===== config.mk =====
export PLATFORM = sky130hd
export DESIGN_NAME = gpio_edge_irq
export DESIGN_NICKNAME = d
export VERILOG_FILES = /design/src/rtl/gpio_edge_irq_pkg.sv /design/src/rtl/gpio_edge_irq_sync.sv /design/src/rtl/gpio_edge_irq_detect.sv /design/src/rtl/gpio_edge_irq_regs.sv /design/src/rtl/gpio_edge_irq.sv
export SDC_FILE = /design/constraint.sdc
export NUM_CORES = 1
export LEC_CHECK = 0
export ABC_AREA = 1
export ABC_CLOCK_PERIOD_IN_PS = 1400
export BUFFER_PORTS_ARGS = -buffer_cell sky130_fd_sc_hd__buf_2
export CAP_MARGIN = 20
export CORE_MARGIN = 2
export CORE_UTILIZATION = 52
export CTS_CLUSTER_DIAMETER = 200
export DETAILED_ROUTE_END_ITERATION = 10
export PLACE_DENSITY = 0.74
export SYNTH_ARGS = -nofsm -noshare
export SYNTH_HDL_FRONTEND = slang
export SYNTH_HIERARCHICAL = 1
export SYNTH_SLANG_ARGS = --single-unit

===== constraint.sdc =====
create_clock -name clk -period 1.4 [get_ports clk]
set_clock_uncertainty 0.15 [all_clocks]
set_input_delay 0.28 -clock clk [delete_from_list [all_inputs] [get_ports clk]]
set_output_delay 0.28 -clock clk [all_outputs]
set_load 0.005 [all_outputs]

===== src/rtl/gpio_edge_irq_pkg.sv =====
package gpio_edge_irq_pkg;
  localparam int unsigned NPINS  = 32;
  localparam int unsigned ADDR_W = 4;

  typedef logic [NPINS-1:0] pin_vec_t;

  localparam logic [ADDR_W-1:0] OFF_EVENT = 4'h0;
  localparam logic [ADDR_W-1:0] OFF_MASK  = 4'h4;
  localparam logic [ADDR_W-1:0] OFF_EDGE  = 4'h8;

  // register bit 31-n <-> pin n
  function automatic pin_vec_t bit_rev(input pin_vec_t v);
    pin_vec_t r;
    for (int i = 0; i < NPINS; i++) r[i] = v[NPINS-1-i];
    return r;
  endfunction

  // per-pin transition detect: fall_only picks falling-only vs any edge
  function automatic pin_vec_t edge_hit(input pin_vec_t prev, input pin_vec_t now,
                                        input pin_vec_t fall_only);
    return (fall_only & prev & ~now) | (~fall_only & (prev ^ now));
  endfunction

  function automatic logic irq_level(input pin_vec_t ev, input pin_vec_t en);
    return |(ev & en);
  endfunction
endpackage


===== src/rtl/gpio_edge_irq_sync.sv =====
module gpio_edge_irq_sync #(
  parameter int unsigned WIDTH  = 32,
  parameter int unsigned STAGES = 2
) (
  input  logic             clk,
  input  logic             rst_n,
  input  logic [WIDTH-1:0] d_in,
  output logic [WIDTH-1:0] q_out
);
  logic [WIDTH-1:0] stage_q [STAGES];

  generate
    for (genvar s = 0; s < STAGES; s++) begin : g_stage
      if (s == 0) begin : g_first
        always_ff @(posedge clk or negedge rst_n) begin
          if (!rst_n) stage_q[0] <= '0;
          else        stage_q[0] <= d_in;
        end
      end else begin : g_next
        always_ff @(posedge clk or negedge rst_n) begin
          if (!rst_n) stage_q[s] <= '0;
          else        stage_q[s] <= stage_q[s-1];
        end
      end
    end
  endgenerate

  assign q_out = stage_q[STAGES-1];
endmodule


===== src/rtl/gpio_edge_irq_detect.sv =====
module gpio_edge_irq_detect
  import gpio_edge_irq_pkg::*;
(
  input  logic     clk,
  input  logic     rst_n,
  input  pin_vec_t level_now,
  input  pin_vec_t fall_only,
  output pin_vec_t hit
);
  pin_vec_t level_prev;

  always_ff @(posedge clk or negedge rst_n) begin
    if (!rst_n) level_prev <= '0;
    else        level_prev <= level_now;
  end

  assign hit = edge_hit(level_prev, level_now, fall_only);
endmodule


===== src/rtl/gpio_edge_irq_regs.sv =====
module gpio_edge_irq_regs
  import gpio_edge_irq_pkg::*;
(
  input  logic              clk,
  input  logic              rst_n,
  input  logic              we,
  input  logic [ADDR_W-1:0] addr,
  input  logic [NPINS-1:0]  wdata,
  input  pin_vec_t          hit,
  output logic [NPINS-1:0]  rdata,
  output pin_vec_t          event_q,
  output pin_vec_t          mask_q,
  output pin_vec_t          fall_q,
  output pin_vec_t          clr_vec
);
  pin_vec_t wpin;
  logic     sel_ev, sel_mk, sel_ed;

  assign wpin    = bit_rev(wdata);
  assign sel_ev  = (addr == OFF_EVENT);
  assign sel_mk  = (addr == OFF_MASK);
  assign sel_ed  = (addr == OFF_EDGE);
  assign clr_vec = (we && sel_ev) ? wpin : '0;

  // new transitions take priority over a same-cycle clear
  always_ff @(posedge clk or negedge rst_n) begin
    if (!rst_n) event_q <= '0;
    else        event_q <= (event_q & ~clr_vec) | hit;
  end

  always_ff @(posedge clk or negedge rst_n) begin
    if (!rst_n) begin
      mask_q <= '0;
      fall_q <= '0;
    end else if (we) begin
      if (sel_mk) mask_q <= wpin;
      if (sel_ed) fall_q <= wpin;
    end
  end

  always_comb begin
    rdata = '0;
    if (sel_ev)      rdata = bit_rev(event_q);
    else if (sel_mk) rdata = bit_rev(mask_q);
    else if (sel_ed) rdata = bit_rev(fall_q);
  end
endmodule


===== src/rtl/gpio_edge_irq.sv =====
module gpio_edge_irq
  import gpio_edge_irq_pkg::*;
#(
  parameter int unsigned SYNC_STAGES = 2
) (
  input  logic              clk,
  input  logic              rst_n,
  input  logic [NPINS-1:0]  gpio_in,
  input  logic              reg_we,
  input  logic [ADDR_W-1:0] reg_addr,
  input  logic [NPINS-1:0]  reg_wdata,
  output logic [NPINS-1:0]  reg_rdata,
  output logic              irq_o
);
  pin_vec_t sync_vec;
  pin_vec_t hit_vec;
  pin_vec_t ev_pin;
  pin_vec_t mask_pin;
  pin_vec_t fall_pin;
  pin_vec_t clr_vec;

  gpio_edge_irq_sync #(.WIDTH(NPINS), .STAGES(SYNC_STAGES)) u_sync (
    .clk(clk), .rst_n(rst_n), .d_in(gpio_in), .q_out(sync_vec)
  );

  gpio_edge_irq_detect u_det (
    .clk(clk), .rst_n(rst_n), .level_now(sync_vec), .fall_only(fall_pin), .hit(hit_vec)
  );

  gpio_edge_irq_regs u_regs (
    .clk(clk), .rst_n(rst_n), .we(reg_we), .addr(reg_addr), .wdata(reg_wdata),
    .hit(hit_vec), .rdata(reg_rdata), .event_q(ev_pin), .mask_q(mask_pin),
    .fall_q(fall_pin), .clr_vec(clr_vec)
  );

  assign irq_o = irq_level(ev_pin, mask_pin);
endmodule


==> flow_metrics.env <==
export IMPL_clock_latency_ns=0.44
export IMPL_combPwrFrac_pct=17.8
export IMPL_clkPwrFrac_pct=35.3
export IMPL_run_status="finished, violations left"
export IMPL_grt_usage_pct=25.89
export IMPL_setup_viol=33
export IMPL_routed_wl_mm=21.55
export IMPL_cts_root_buf="clkbuf_16"
export IMPL_cp_start_kind="flop"
export IMPL_globalplace_congestion=0.8304
export IMPL_grt_pass1_vias=6987
export IMPL_cts_max_path_buffers=2
export IMPL_grt_pass1_wl_mm=33.47
export IMPL_dr_pass1_iters=5
export IMPL_numPlacedInstances=1279
export IMPL_vdd_ir_drop_max_mv=0.9364
export IMPL_critPathKind="flop to output port"
export IMPL_end_kind="output port"
export IMPL_die_h_um=129.5
export IMPL_port_buffers=103
export IMPL_vias=7111
export IMPL_fin_ws_ns=-0.5634
export IMPL_hold_viol=0
export IMPL_final_util_pct=75.72
export IMPL_r2r_start="u_regs/mask_q[31]"
export IMPL_dieWidth_um=129.5
export IMPL_tns_ns=-9.429
export IMPL_place_hpwl_mm=12.68
export IMPL_rows=45
export IMPL_overflow=0
export IMPL_drv_slew=0
export IMPL_seq_power_share_pct=46.9
export IMPL_fin_crit_ns=1.963
export IMPL_power_density_nw_per_um2=1190
export IMPL_worst_r2r_path_depth=4
export IMPL_h_tree_depth=4
export IMPL_cts_buffers=17
export IMPL_drtAntennaViolNets=0
export IMPL_route_detailed_drc=0
export IMPL_start_util_pct=53.50
export IMPL_violations="setup timing"
export IMPL_nets=1237
export IMPL_ys_warn_count=6
export IMPL_clock_sinks=192
export IMPL_switching_power_mw=3.968
export IMPL_leakage_nw=6.081
export IMPL_multi_input_area_um2=2879
export IMPL_path_max_fanout=2
export IMPL_crit_required_ns=0.97
export IMPL_antenna_found_initial=0
export IMPL_rsz0062_at_grt="true"
export IMPL_stdcell_count=1390
export IMPL_worst_pin_slew_ns=0.3481
export IMPL_avgRoutedWirePerCell_um=15.51
export IMPL_drv_cap=0
export IMPL_syn_area_um2=8193
export IMPL_r2r_slack_ns=0.35
export IMPL_grt_max_degree=42
export IMPL_synth_fp_nets=1016
export IMPL_vias_per_cell=5.116
export IMPL_fin_crit_sh_pct=140.2
export IMPL_relSlewSlack_pct=76.79
export IMPL_arrival_ns=1.53
export IMPL_ff_latch_area_um2=4805
export IMPL_fillers=947
export IMPL_area_delta_synth_final_pct=41.54
export IMPL_antenna_cells=0
export IMPL_io_pin_count=104
export IMPL_syn_avg_cell_area_um2=8.670
export IMPL_internal_power_mw=9.830
export IMPL_drt_iter0_markers=639
export IMPL_fmax_mhz=509.3
export IMPL_netSwitchingFraction_pct=28.75
export IMPL_min_path_type="input pin to async pin"
export IMPL_r2r_end="u_regs/mask_q[31]"
export IMPL_cts_clk_slew_worst_paths_ns=0.07
export IMPL_coreArea_um2=15310
export IMPL_synthCells=945
export IMPL_dieArea_um2=16780
export IMPL_cts_tree="built"
export IMPL_drive_above_1_share_pct=29.77
==> state kept, by name (all words and copies together) (netlist names) <==
register,cells
u_det/level_prev,32
u_regs/fall_q,32
u_sync/stage_q,32
u_regs/mask_q,32
u_sync/q_out,32
u_regs/event_q,32
==> power by group through the flow <==
stage | sequential [mW] | combinational, mW | clock (mW)
finish | 6.47 | 2.45 | 4.87
global route | 6.54 | 2.70 | 5.21
CTS | 6.46 | 2.27 | 4.95
detailed placement | 6.52 | 1.90 | 0
global placement | 6.50 | 1.85 | 0
floorplan | 6.45 | 0.995 | 0
==> how the worst max path moves through the flow <==
stage / startpoint / end / slack (ns) / depth (start not counted)
global placement: reg_addr[3] / u_regs/fall_q[3] / -0.22 / 8
finish: u_regs/mask_q[11] / irq_o / -0.56 / 7
floorplan: reg_addr[1] / reg_rdata[0] / -0.007 / 5
global route: u_regs/event_q[11] / irq_o / -0.66 / 7
CTS: u_regs/event_q[22] / irq_o / -0.56 / 7
detailed placement: reg_addr[3] / u_regs/fall_q[3] / -0.24 / 8
==> worst max-delay path, stage by stage (launching register included) <==
cell	delay [ns]
dfrtp_1	0.42
nand2_2	0.11
nand2_2	0.07
nor2_1	0.10
nand2_1	0.07
nor2_2	0.13
nand2_2	0.08
buf_2	0.13
==> per-layer routing <==
| metal | GRT usage [%] | wire (um) | up-vias |
|---|---|---|---|
| li1 | - | - | 3387 |
| met1 | 32.95 | 9043 | 3378 |
| met5 | 0 | 0 | - |
| met4 | 8.918 | 520 | 0 |
| met2 | 44.09 | 10780 | 294 |
| met3 | 5.780 | 1204 | 52 |
==> layout make-up <==
type                    count  share of cell area [%]
clock inverters            15                   1.424
inverters                 162                   5.244
clock buffers              17                   3.669
multi-input cells         517                   24.83
flip-flops and latches    192                   41.43
repair buffers            276                   21.13
well taps                 211                   2.277
==> stage by stage <==
stage / instance area (um^2) / total power [mW] / hold slack [ns] / setup WS [ns]
finish: 11600 / 13.80 / 0.1747 / -0.5634
global route: 11600 / 14.45 / 0.1740 / -0.6567
CTS: 11270 / 13.68 / 0.1699 / -0.5571
detailed placement: 9433 / 8.420 / 0.07909 / -0.2376
global placement: 9433 / 8.349 / 0.07689 / -0.2192
floorplan: 8199 / 7.447 / -0.1656 / -0.006734
==> cells in the final DEF (no fill, tap or decap), drive strengths merged <==
| cell | n |
|---|---|
| nand2 | 245 |
| buf | 208 |
| dlygate4sd3 | 65 |
| o21ai | 64 |
| nand3 | 162 |
| bufinv | 1 |
| inv | 173 |
| dfrtp | 192 |
| nand4 | 32 |
| clkinv | 3 |
| clkbuf | 20 |
| nor2 | 14 |
==> what timing repair did <==
| item | in CTS | in global routing |
|---|---|---|
| hold buffers | 65 | 0 |
| buffers inserted | 10 | 19 |
| cloned | 0 | 2 |
| gates resized for setup | 131 | 44 |
| endpoints found under the setup margin | 33 | 33 |
| endpoints found under the hold margin | 299 | 0 |
| pin swaps | 31 | 16 |
Power figures use the tool's default switching activity.
